`src/rtl/clkmode_pkg.sv`:
```
package clkmode_pkg;
  localparam int unsigned REG_W    = 8;
  localparam int unsigned DIV_LO   = 6;
  localparam int unsigned SRC_BIT  = 5;
  localparam int unsigned MOSC_BIT = 4;
  localparam int unsigned IOSC_BIT = 3;
  localparam int unsigned MODE_LO  = 0;
  localparam int unsigned DIV_W    = 2;
  localparam int unsigned MODE_W   = 2;

  typedef enum logic [DIV_W-1:0] {
    DIV_ONCHIP = 2'b00,
    DIV_DOUBLE = 2'b01,
    DIV_HALF   = 2'b10,
    DIV_EIGHTH = 2'b11
  } div_code_t;

  function automatic logic [DIV_W-1:0] resolve_div(input logic [DIV_W-1:0] req,
                                                   input logic ceramic);
    if (req == DIV_DOUBLE && !ceramic) return DIV_HALF;
    return req;
  endfunction
endpackage

```
`src/rtl/clkmode_lock.sv`:
```
module clkmode_lock (
  input  logic clk,
  input  logic rst,
  input  logic access,
  output logic locked
);
  always_ff @(posedge clk) begin
    if (rst)         locked <= 1'b0;
    else if (access) locked <= 1'b1;
  end
endmodule

```
`src/rtl/clkmode_store.sv`:
```
module clkmode_store #(
  parameter int unsigned W = 8,
  parameter logic [W-1:0] PROT_MASK = 8'h23,
  parameter logic [W-1:0] RESET_VAL = 8'h00
) (
  input  logic         clk,
  input  logic         rst,
  input  logic         access,
  input  logic         rmw,
  input  logic         locked,
  input  logic [W-1:0] wdata,
  output logic [W-1:0] nxt,
  output logic [W-1:0] q
);
  // Guarded bits open only for a plain access while unlocked.
  logic guard_open;
  assign guard_open = access && !rmw && !locked;

  for (genvar i = 0; i < W; i++) begin : g_bit
    if (PROT_MASK[i]) begin : g_guarded
      assign nxt[i] = guard_open ? wdata[i] : q[i];
    end else begin : g_free
      assign nxt[i] = access ? wdata[i] : q[i];
    end
  end

  always_ff @(posedge clk) begin
    if (rst) q <= RESET_VAL;
    else     q <= nxt;
  end
endmodule

```
`src/rtl/clkmode_decode.sv`:
```
module clkmode_decode
  import clkmode_pkg::*;
#(
  parameter logic [REG_W-1:0] RESET_VAL = 8'h00
) (
  input  logic              clk,
  input  logic              rst,
  input  logic [DIV_W-1:0]  div_in,
  input  logic              src_in,
  input  logic              mosc_in,
  input  logic              iosc_in,
  input  logic [MODE_W-1:0] mode_in,
  output logic [DIV_W-1:0]  div_sel,
  output logic [DIV_W-1:0]  eff_div,
  output logic              ceramic,
  output logic              mosc_stop,
  output logic              iosc_stop,
  output logic              onchip_clk,
  output logic [MODE_W-1:0] mode
);
  localparam logic [DIV_W-1:0]  RST_DIV  = RESET_VAL[DIV_LO +: DIV_W];
  localparam logic              RST_SRC  = RESET_VAL[SRC_BIT];
  localparam logic [DIV_W-1:0]  RST_EFF  = resolve_div(RST_DIV, RST_SRC);

  logic [DIV_W-1:0] eff_nxt;
  assign eff_nxt = resolve_div(div_in, src_in);

  always_ff @(posedge clk) begin
    if (rst) begin
      div_sel    <= RST_DIV;
      eff_div    <= RST_EFF;
      ceramic    <= RST_SRC;
      mosc_stop  <= RESET_VAL[MOSC_BIT];
      iosc_stop  <= RESET_VAL[IOSC_BIT];
      onchip_clk <= (RST_EFF == DIV_ONCHIP);
      mode       <= RESET_VAL[MODE_LO +: MODE_W];
    end else begin
      div_sel    <= div_in;
      eff_div    <= eff_nxt;
      ceramic    <= src_in;
      mosc_stop  <= mosc_in;
      iosc_stop  <= iosc_in;
      onchip_clk <= (eff_nxt == DIV_ONCHIP);
      mode       <= mode_in;
    end
  end
endmodule

```
`src/rtl/clkmode_reg.sv`:
```
module clkmode_reg
  import clkmode_pkg::*;
#(
  parameter logic [REG_W-1:0] PROT_MASK = 8'h23,
  parameter logic [REG_W-1:0] RESET_VAL = 8'h00
) (
  input  logic              clk,
  input  logic              rst,
  input  logic              wr_en,
  input  logic              rmw_op,
  input  logic              addr_hit,
  input  logic [REG_W-1:0]  wdata,
  output logic [REG_W-1:0]  reg_o,
  output logic              lock_o,
  output logic [DIV_W-1:0]  div_sel_o,
  output logic [DIV_W-1:0]  eff_div_o,
  output logic              ceramic_o,
  output logic              main_osc_stop_o,
  output logic              onchip_osc_stop_o,
  output logic              onchip_clk_o,
  output logic [MODE_W-1:0] mode_o
);
  logic             access;
  logic [REG_W-1:0] nxt;

  assign access = wr_en && addr_hit;

  clkmode_lock u_lock (
    .clk    (clk),
    .rst    (rst),
    .access (access),
    .locked (lock_o)
  );

  clkmode_store #(
    .W         (REG_W),
    .PROT_MASK (PROT_MASK),
    .RESET_VAL (RESET_VAL)
  ) u_store (
    .clk    (clk),
    .rst    (rst),
    .access (access),
    .rmw    (rmw_op),
    .locked (lock_o),
    .wdata  (wdata),
    .nxt    (nxt),
    .q      (reg_o)
  );

  clkmode_decode #(
    .RESET_VAL (RESET_VAL)
  ) u_decode (
    .clk        (clk),
    .rst        (rst),
    .div_in     (nxt[DIV_LO +: DIV_W]),
    .src_in     (nxt[SRC_BIT]),
    .mosc_in    (nxt[MOSC_BIT]),
    .iosc_in    (nxt[IOSC_BIT]),
    .mode_in    (nxt[MODE_LO +: MODE_W]),
    .div_sel    (div_sel_o),
    .eff_div    (eff_div_o),
    .ceramic    (ceramic_o),
    .mosc_stop  (main_osc_stop_o),
    .iosc_stop  (onchip_osc_stop_o),
    .onchip_clk (onchip_clk_o),
    .mode       (mode_o)
  );
endmodule

```
`config.mk`:
```
export PLATFORM = sky130hd
export DESIGN_NAME = clkmode_reg
export DESIGN_NICKNAME = d
export VERILOG_FILES = /design/src/rtl/clkmode_pkg.sv /design/src/rtl/clkmode_lock.sv /design/src/rtl/clkmode_store.sv /design/src/rtl/clkmode_decode.sv /design/src/rtl/clkmode_reg.sv
export SDC_FILE = /design/constraint.sdc
export NUM_CORES = 1
export LEC_CHECK = 0
export ABC_AREA = 1
export BUFFER_PORTS_ARGS = -buffer_cell sky130_fd_sc_hd__buf_4
export CAP_MARGIN = 10
export CORE_MARGIN = 4
export CORE_UTILIZATION = 47
export DETAILED_ROUTE_END_ITERATION = 6
export PLACE_DENSITY = 0.84
export SYNTH_ARGS = -nofsm -noshare
export SYNTH_HDL_FRONTEND = slang
export SYNTH_HIERARCHICAL = 1
export SYNTH_SLANG_ARGS = --single-unit
```
`constraint.sdc`:
```
create_clock -name clk -period 1.5 [get_ports clk]
set_clock_uncertainty 0.1 [all_clocks]
set_input_delay 0.225 -clock clk [delete_from_list [all_inputs] [get_ports clk]]
set_output_delay 0.225 -clock clk [all_outputs]
set_load 0.01 [all_outputs]
```
==> flow_summary_export.csv <==
group,metric,value,unit
outcome,outcome,"finished, final reports clean",
worst_setup_path,critPathTopFamily,"flip-flops",
cts,cts_resized,0,
worst_setup_path,cp.required,1.17,ns
cts,cts_setup_buffers,0,
placed_design,dp_cells,135,
floorplan,die_y,45.81,µm
power_and_ir_drop,ir_drop,0.5891,mV
cts,clk_pin_slew_worst_paths,0.10,ns
finish,multiInputGateArea,209.0,µm²
floorplan,dieArea,2099,µm²
cts,cts_tree,"done",
timing,fin_crit,1.187,ns
finish,drive_gt1_share,32.26,%
cts,cts_root_buf,"clkbuf_4",
job,max_cap_violations,0,
grt,grt_first_pass_wirelength,2001,µm
grt,antenna_found_initial,0,
finish,seqCellArea,380.4,µm²
worst_setup_path,crit_buf_inv,1,
placed_design,dpl_worst_slack,0.2045,ns
yosys,synthesis.area,671.9,µm²
finish,fin_nets,138,
routing,drt_pass1_iterations,4,
placed_design,place_congestion,0.7157,
timing,finalSetupTns,0,ns
worst_setup_path,cpMaxStageDelayCell,"dfxtp_1",
yosys,syn_inst,90,
timing,hold_violations,0,
cts,cts_buffers,3,
timing,setup_viol,0,
placed_design,hpwl,1075,µm
worst_setup_path,cp-start-kind,"flip-flop",
routing,drc_errors,0,
cts,cts_sinks,19,
grt,grt_start_max_net_pins,17,
cts,clk_latency,0.28,ns
routing,ant_nets,0,
timing,rsz0062_at_grt,"false",
finish,fillerInstances,118,
timing,worst_slack,0.3128,ns
timing,fmax,0.8423,GHz
routing,wl,1358,µm
floorplan,io_pins,32,
floorplan,start_util,51.00,%
routing,drtIter0Drc,9,
grt,grt.overflow.total,0,
hold_path,hold_class,"primary input to flip-flop",
timing,slew_headroom,85.01,%
routing,vias,624,
timing,period_share,79.15,%
cts,cts_max_level,1,
yosys,syn-num-nets,103,
power_and_ir_drop,p_per_area,980.2,nW/µm²
worst_setup_path,critPathMaxStageDelay,0.43,ns
timing,drv_slew,0,
finish,layoutNonFillerInstCount,139,
floorplan,fp.dieW,45.81,µm
worst_setup_path,cp.arrival,0.86,ns
yosys,avgSynthCellArea,7.465,µm²
placed_design,place.port_buffers,31,
routing,wire_per_inst,9.770,µm
timing,tightest_slew,0.2246,ns
worst_setup_path,critical_path_class,"flip-flop to primary output",
finish,syn_to_final_growth,40.78,%
routing,vias_per_cell,4.489,
yosys,ys_warn_count,6,
cts,clockBufferDepth,2,
grt,grt_pass1_vias,524,
worst_setup_path,crit_fanout,4,
floorplan,design.core.area,1318,µm²
worst_setup_path,path_cells,"buf_4",
power_and_ir_drop,p_leak,0.5282,nW
finish,insertedDiodeCount,0,
worst_setup_path,endpoint_kind,"primary output",
grt,grt_usage,13.48,%
cts,holdBufCountCts,0,
floorplan,rows,13,
metrics by stage:
step	hold WS [ns]	util [%]	power (mW)	instance area [µm²]
finish	0.09960	71.79	0.9272	945.9
global route	0.07196	71.79	0.9768	945.9
CTS	0.08977	71.79	0.9380	945.9
detailed placement	0.3677	69.80	0.6993	919.6
global placement	0.3741	69.80	0.6960	919.6
floorplan	0.1962	-	0.6223	671.9
registers in the layout, summed over array words and instances (netlist names):
| register | count |
|---|---|
| u_decode/iosc_stop | 1 |
| u_decode/onchip_clk | 1 |
| u_decode/div_sel | 2 |
| u_lock/locked | 1 |
| u_decode/mode | 2 |
| u_decode/eff_div | 2 |
| u_store/q | 8 |
| u_decode/ceramic | 1 |
| u_decode/mosc_stop | 1 |
final timing paths:
kind	from	endpoint	slack, ns	depth (start not counted)
worst max-delay path	u_lock/locked	lock_o	0.31	1
worst min register to register	u_store/q[2]	u_store/q[2]	0.38	2
worst max register to register	u_lock/locked	u_decode/eff_div[1]	0.32	8
worst min-delay path	wdata[2]	u_store/q[2]	0.1	3
layout by cell type, fill, tap and decap left out:
master and n:
dfxtp_1 19, nand3_1 5, nand2_1 23, clkbuf_4 3, inv_1 18, nor2_4 1
nor2_2 1, nor2_1 13, a21oi_1 5, inv_2 3, nand2_2 1, clkbuf_1 1
buf_4 31
final cells by class:
class                      count  share of cell area (%)
multi-input combinational     49                   22.09
clock buffer                   4                   2.778
inverter                      21                   8.333
tap                           15                   1.984
sequential                    19                   40.21
timing repair buffer          31                   24.60
where the power goes:
part           internal, mW  total (mW)  switching [mW]
logic                0.0714       0.145          0.0735
registers             0.530       0.542          0.0114
clock network         0.103       0.240           0.137
total                 0.705       0.927           0.222
routing by layer:
layer  GRT usage [%]  vias up  wire [µm]  part of all wire [%]
li1                -      333          -                     -
met1           14.66      263        513                    38
met2           22.56       26        672                    49
met3           5.138        2        160                    12
met4           6.818        0         11                  0.81
met5               0        -          0                     0
Power figures use the tool's default switching activity.
